===== config.mk =====
export PLATFORM = sky130hd
export DESIGN_NAME = pgwr_commit
export DESIGN_NICKNAME = d
export VERILOG_FILES = /design/src/rtl/pgwr_commit.sv
export SDC_FILE = /design/constraint.sdc
export NUM_CORES = 1
export LEC_CHECK = 0
export ABC_AREA = 1
export BUFFER_PORTS_ARGS = -buffer_cell sky130_fd_sc_hd__buf_2
export CAP_MARGIN = 10
export CORE_ASPECT_RATIO = 1.2
export CORE_MARGIN = 3
export CORE_UTILIZATION = 40
export CTS_BUF_LIST = sky130_fd_sc_hd__clkbuf_8
export CTS_CLUSTER_SIZE = 12
export DETAILED_ROUTE_END_ITERATION = 8
export PLACE_DENSITY = 0.77
export SYNTH_ARGS = -nofsm -noshare
export SYNTH_HDL_FRONTEND = slang
export SYNTH_SLANG_ARGS = --single-unit

===== constraint.sdc =====
create_clock -name clk -period 1.7 [get_ports clk]
set_input_delay 0.17 -clock clk [delete_from_list [all_inputs] [get_ports clk]]
set_output_delay 0.17 -clock clk [all_outputs]
set_load 0.02 [all_outputs]

===== src/rtl/pgwr_commit.sv =====
module pgwr_commit #(
  parameter int PAGE_BYTES  = 16,
  parameter int ROW_W       = 7,
  parameter int BUSY_CYCLES = 625000
) (
  input  logic                          clk,
  input  logic                          rst_n,
  input  logic                          txn_start,
  input  logic                          ld_valid,
  input  logic [$clog2(PAGE_BYTES)-1:0] ld_offset,
  input  logic [7:0]                    ld_data,
  input  logic [ROW_W-1:0]              row_addr,
  input  logic                          stop_commit,
  input  logic                          wp,
  output logic [PAGE_BYTES-1:0]         arr_we,
  output logic [8*PAGE_BYTES-1:0]       arr_data,
  output logic [ROW_W-1:0]              arr_row,
  output logic                          arr_strobe,
  output logic                          busy
);
  localparam int OFS_W = $clog2(PAGE_BYTES);
  localparam int CNT_W = $clog2(BUSY_CYCLES + 1);

  logic [PAGE_BYTES-1:0] mask_q, mask_eff, ld_hot, mask_nx;
  logic [7:0]            page_q [PAGE_BYTES];
  logic [CNT_W-1:0]      cnt_q;
  logic                  idle, commit, do_write;

  assign idle     = !busy;
  assign mask_eff = txn_start ? '0 : mask_q;
  assign ld_hot   = ld_valid ? (PAGE_BYTES'(1) << ld_offset) : '0;
  assign mask_nx  = mask_eff | ld_hot;
  assign commit   = idle && stop_commit;
  assign do_write = commit && (|mask_nx) && !wp;

  for (genvar i = 0; i < PAGE_BYTES; i++) begin : g_out
    assign arr_data[8*i +: 8] = page_q[i];
  end

  always_ff @(posedge clk) begin
    if (idle && ld_valid) page_q[ld_offset] <= ld_data;
  end

  always_ff @(posedge clk or negedge rst_n) begin
    if (!rst_n) begin
      mask_q     <= '0;
      arr_row    <= '0;
      arr_we     <= '0;
      arr_strobe <= 1'b0;
      busy       <= 1'b0;
      cnt_q      <= '0;
    end else begin
      arr_we     <= '0;
      arr_strobe <= 1'b0;
      if (busy) begin
        if (cnt_q == '0) busy <= 1'b0;
        else             cnt_q <= cnt_q - 1'b1;
      end else begin
        if (ld_valid && mask_eff == '0) arr_row <= row_addr;
        mask_q <= commit ? '0 : mask_nx;
        if (do_write) begin
          arr_strobe <= 1'b1;
          arr_we     <= mask_nx;
          busy       <= 1'b1;
          cnt_q      <= CNT_W'(BUSY_CYCLES - 1);
        end
      end
    end
  end

  logic unused_ok;
  assign unused_ok = ^{OFS_W};
endmodule


; ---- Yosys cells after proc, flatten, opt, wreduce, memory -nomap -nowiden
; Memory sizes are Yosys's and may differ from the RTL's.
; Index checks and enable logic that the tools add are counted.
[classes]
addsub = 1
n_eq_ne = 1
reduce_logical = 13
shift = 1
bitwise_logic = 2
muxes = 14
[ops]
columns = cell, count
row1 = $mux W16, 5
row2 = $mux W20, 3
row3 = $logic_not A20 Y1, 1
row4 = $sub A20 B1 Y20 const B, 1
row5 = $logic_not A16 Y1, 1
row6 = $or A16 B16 Y16, 1
row7 = $reduce_or A16 Y1, 1
row8 = $shl A1 B4 Y16 const A, 1
row9 = $mux W1, 6
row10 = $logic_and A1 B1 Y1, 5
row11 = $reduce_and A2 Y1, 2
row12 = $logic_not A1 Y1, 2
row13 = $ne A2 B2 Y1 const B, 1
row14 = $reduce_bool A2 Y1, 1
row15 = $not A1 Y1, 1
[totals]
inputBits = 25
memories = 1
mem_bits_rw = 128
ff_bits = 61
elab_cells = 39
out_inout_bits = 153
[mem_list]
columns = name, words, width, rd, rd_ports_with_merged_regs, wr, line_no
row1 = page_q, 16, 8, 16, 0, 1, 25  ; logic [7:0] page_q [PAGE_BYTES];

; ---- Logic depth before layout (Yosys ltp)
[depth]
ltp_word = 8
depth_mapped = 13
depth_no_buf = 12

; ---- Worst setup path after synthesis
; Ideal clock, no wire load.
[synth_timing]
path_type = flip-flop to flip-flop
start = register busy
end = memory page_q[15][0] (enable)
n_path_buf = 2
synth_period_minus_slack_ns = 1.951
t_required_ns = 1.317
stages_incl_launch_ff = 4
arrival_ns = 1.567
path_slack_ns = -0.251
setup_ns = 0.383
cell_sequence = dfrtp_1 > clkbuf_1 > clkbuf_1 > nor3_1
[synth_via]
elab_chain_len = 4
[synth_rtl]
columns = element, line_no
row1 = start: declaration, 19  ; output logic busy
row2 = start signal: assignment, 50  ; busy <= 1'b0;
row3 = start signal: assignment, 56  ; if (cnt_q == '0) busy <= 1'b0;
row4 = start signal: assignment, 64  ; busy <= 1'b1;
row5 = $logic_not A1 Y1, 29  ; assign idle = !busy;
row6 = $logic_and A1 B1 Y1, 41  ; if (idle && ld_valid) page_q[ld_offset] <= ld_data;
row7 = $mux W1, 41
row8 = $mux W1 (implied by the code), 41
row9 = end: declaration, 25
; No other way between the ends.

; ---- Worst setup path after layout
[layout_timing]
start = register cnt_q[1]
end = register cnt_q[8]
[layout_via]
elab_chain_len = 3
elab_cells_between_ends = 6
cone_classes = add/sub: 1 / eq/ne: 1 / mux: 2 / reduce/logical: 2
[layout_rtl]
columns = element, line_no
row1 = start: declaration, 26  ; logic [CNT_W-1:0] cnt_q;
row2 = start signal: assignment, 57  ; else cnt_q <= cnt_q - 1'b1;
row3 = start signal: assignment, 65  ; cnt_q <= CNT_W'(BUSY_CYCLES - 1);
row4 = $sub A20 B1 Y20 / $logic_not A20 Y1 (equally long branches), "57, 56"
row5 = $mux W20 / $ne A2 B2 Y1 (equally long branches), --
row6 = $mux W20 / $reduce_and A2 Y1 (equally long branches), --
; Several ways; a longest one is shown, not always the timed one. The select of a mux whose other input is x is not followed.
; A chain may end at the register's enable or synchronous reset.

==> impl_metrics.ini <==
[cts]
clockBufferDepth = 2
insertion_delay_ns = 0.46
cts-root-buf = clkbuf_8
clock-sinks = 189
cts-htree-levels = 4
clk_pin_slew_ns = 0.11
cts_tree = done
cts_buffers = 17

[drt]
drtIter0Drc = 303
route.met2.wl_mm = 8.28
post-route-drc-count = 0
wl_met3_mm = 1.48
drtPass1Iterations = 4
wirelength_mm = 16.5
vias = 4840
ant_nets = 0
top_layer = met5
m1WireLength_mm = 6.56
wl_per_cell_um = 16.3
via_per_inst = 4.80

[placed_design]
numPortBuffers = 177
dpl.hpwl_mm = 11.5
place.gp.congestion = 0.889
preCtsSetupSlack_ns = -0.121
dpl.cell_count = 959

[pwr]
peakVddDrop_mv = 0.458
swShare_pct = 23.8
leakage_nw = 4.04
netSwitchingPower_mw = 1.90
p_seq_share_pct = 61.4
cellPowerDensity_nw_per_um2 = 891
p_int_mw = 6.10
comb_power_share_pct = 3.0
clockPowerShare_pct = 35.6

[final_layout]
layout.nets = 810
final_cell_mix = buf_2 (177), edfxtp_1 (128), nand2_1 (106), nor2_1 (65), dfrtp_1 (61)
diodes = 0
instances_no_fill = 1009
n_fill_cell = 1356
area_growth_pct = 30.4
fin_util_pct = 54.2
final_common_cell = buf_2
drive_gt1_share_pct = 36.9
multi_input_area_um2 = 1410
regArea_um2 = 5370

[critical_path]
reg2reg_to = cnt_q[8]
rrSetupSlack_ns = 0.03
path_class = flip-flop to flip-flop
arrival_ns = 2.01
end_kind = flip-flop
cp_num_buf_inv = 2
cp_max_fo = 7
path_delay_family = simple AND/OR/NAND/NOR gates
cpMaxStageDelayCell = dfrtp_1
setup.worst_path.start_class = flip-flop
rr_startpoint = cnt_q[1]
crit_required_ns = 2.04
crit_chain = inv_2, ha_4, nand3_4, nor2_4, nand3_2, nand2_4, clkinvlp_4, nand2_2, nor2_2, nor2_1, nand2_1
reg2regPathDepth = 11
slowest_delay_ns = 0.41

[floorplanning]
row_count = 51
die_h_um = 150
floorplan.initialDensity_pct = 41.5
ios = 178
fp.dieW_um = 126
coreArea_um2 = 16600
die_area_um2 = 18800

[synthesis]
ys_types = 22
ys_ff_latch = 189
syn_nets = 570
ys.warnings.count = 0
synth.cell_area_um2 = 6890
syn_inst = 544
synth_area_per_cell_um2 = 12.7
ys_seq_area_share_pct = 77.9

[timing]
worstMarginPinSlew_ns = 0.494
timing.final.crit_share_pct = 98.3
fmax_ghz = 0.598
timing.setup.tns_ns = 0
fin_crit_ns = 1.67
setup_viol = 0
hold_viol = 0
drv_slew = 0
max-slew-margin-rel_pct = 67.1
holdWs_ns = 0.0692
skew_ns = 0.0238
rsz0062_at_grt = true
setup_ws_ns = 0.0285

[run]
maxCapViolCount = 0

[global_routing]
track_usage_pct = 17.1
grt_pass1_vias = 4697
overflow = 0
antenna_found_initial = 2
grt_pass1_wl_mm = 24.9
grt_max_degree = 40

[min_path]
hold_path_class = primary input to asynchronous set/reset pin

[status]
status = finished clean
## cell usage after synthesis
master,count,area share [%]
a21oi_1,3,0.22
and3_1,2,0.18
buf_2,2,0.15
buf_4,2,0.22
buf_6,2,0.33
clkbuf_1,6,0.33
dfrtp_1,61,22
edfxtp_1,128,56
ha_1,1,0.18
inv_1,53,2.9
inv_2,1,0.054
nand2_1,110,6.0
nand2_2,1,0.091
nand2_4,1,0.16
nand3_1,32,2.3
nand3_2,1,0.15
nand4_1,6,0.54
nor2_1,76,4.1
nor3_1,13,0.94
o21ai_0,29,2.1
o21ai_1,10,0.73
or2_2,4,0.36
## kinds of logic (layout without fill, tap and decap cells)
| kind of cell | count (synthesis) | after routing | synth area share (%) |
|---|---|---|---|
| buffers and inverters | 66 | 318 | 3.96 |
| DFF | 189 | 189 | 77.9 |
| adders and majority gates | 1 | 1 | 0.182 |
| AOI/OAI and AO/OA | 42 | 42 | 3.05 |
| and+or+nand+nor | 246 | 247 | 14.9 |
## worst max path at each step
stage,slack [ns],to,depth (start not counted),start
after floorplan,-0.04,page_q[11][0],3,busy
after global placement,-0.11,cnt_q[8],11,cnt_q[0]
after detailed placement,-0.12,cnt_q[1],12,txn_start
after CTS,0.002,cnt_q[18],11,cnt_q[0]
after global routing,-0.13,cnt_q[8],10,cnt_q[12]
final,0.03,cnt_q[8],11,cnt_q[1]
## timing repair
action / in CTS / in global routing
endpoints found under the hold margin: 68 / 0
hold buffers: 8 / 0
resized for setup: 9 / 28
setup buffers: 3 / 6
setup endpoints to repair: 20 / 25
pin swaps: 6 / 10
cloned: 0 / 1
## flip-flops by register name, summed over array words and instances (netlist names)
signal / count
cnt_q: 20
page_q: 128
arr_we: 16
arr_strobe: 1
busy: 1
mask_q: 16
arr_row: 7
## per-stage QoR
stage | total power [mW] | cell area, µm²
5_1_grt | 8.34 | 8990
2_1_floorplan | 5.09 | 6910
3_5_place_dp | 5.25 | 8300
3_3_place_gp | 5.24 | 8300
6_report | 8.01 | 8990
4_1_cts | 8.12 | 8820
## power by group through the flow
| stage | logic, mW | clock network [mW] | registers (mW) |
|---|---|---|---|
| 6_report | 0.242 | 2.85 | 4.91 |
| 5_1_grt | 0.274 | 3.15 | 4.92 |
| 4_1_cts | 0.247 | 2.96 | 4.91 |
| 3_5_place_dp | 0.233 | 0 | 5.02 |
| 3_3_place_gp | 0.227 | 0 | 5.02 |
| 2_1_floorplan | 0.0742 | 0 | 5.02 |
## worst register-to-register path, stage by stage (launching register included)
cell and delay (ns):
dfrtp_1 0.41, inv_2 0.08, ha_4 0.15, nand3_4 0.09, nor2_4 0.12, nand3_2 0.11, nand2_4 0.14, clkinvlp_4 0.17
nand2_2 0.12, nor2_2 0.03, nor2_1 0.08, nand2_1 0.05
## routing by layer
metal  track usage [%]  vias up
met5                 0        -
met4              5.15        4
met3              5.75       12
met2              29.0      207
met1              21.1     2313
li1                  -     2304
## cell type report
cell class	count	share of cell area, %
Multi-Input combinational cell	290	15.7
Sequential cell	189	59.8
Tap cell	212	2.95
Timing Repair Buffer	232	15.0
Inverter	54	2.30
Clock buffer	17	2.60
Clock inverter	15	1.77
No activity file was read; power rests on OpenSTA's default activity.
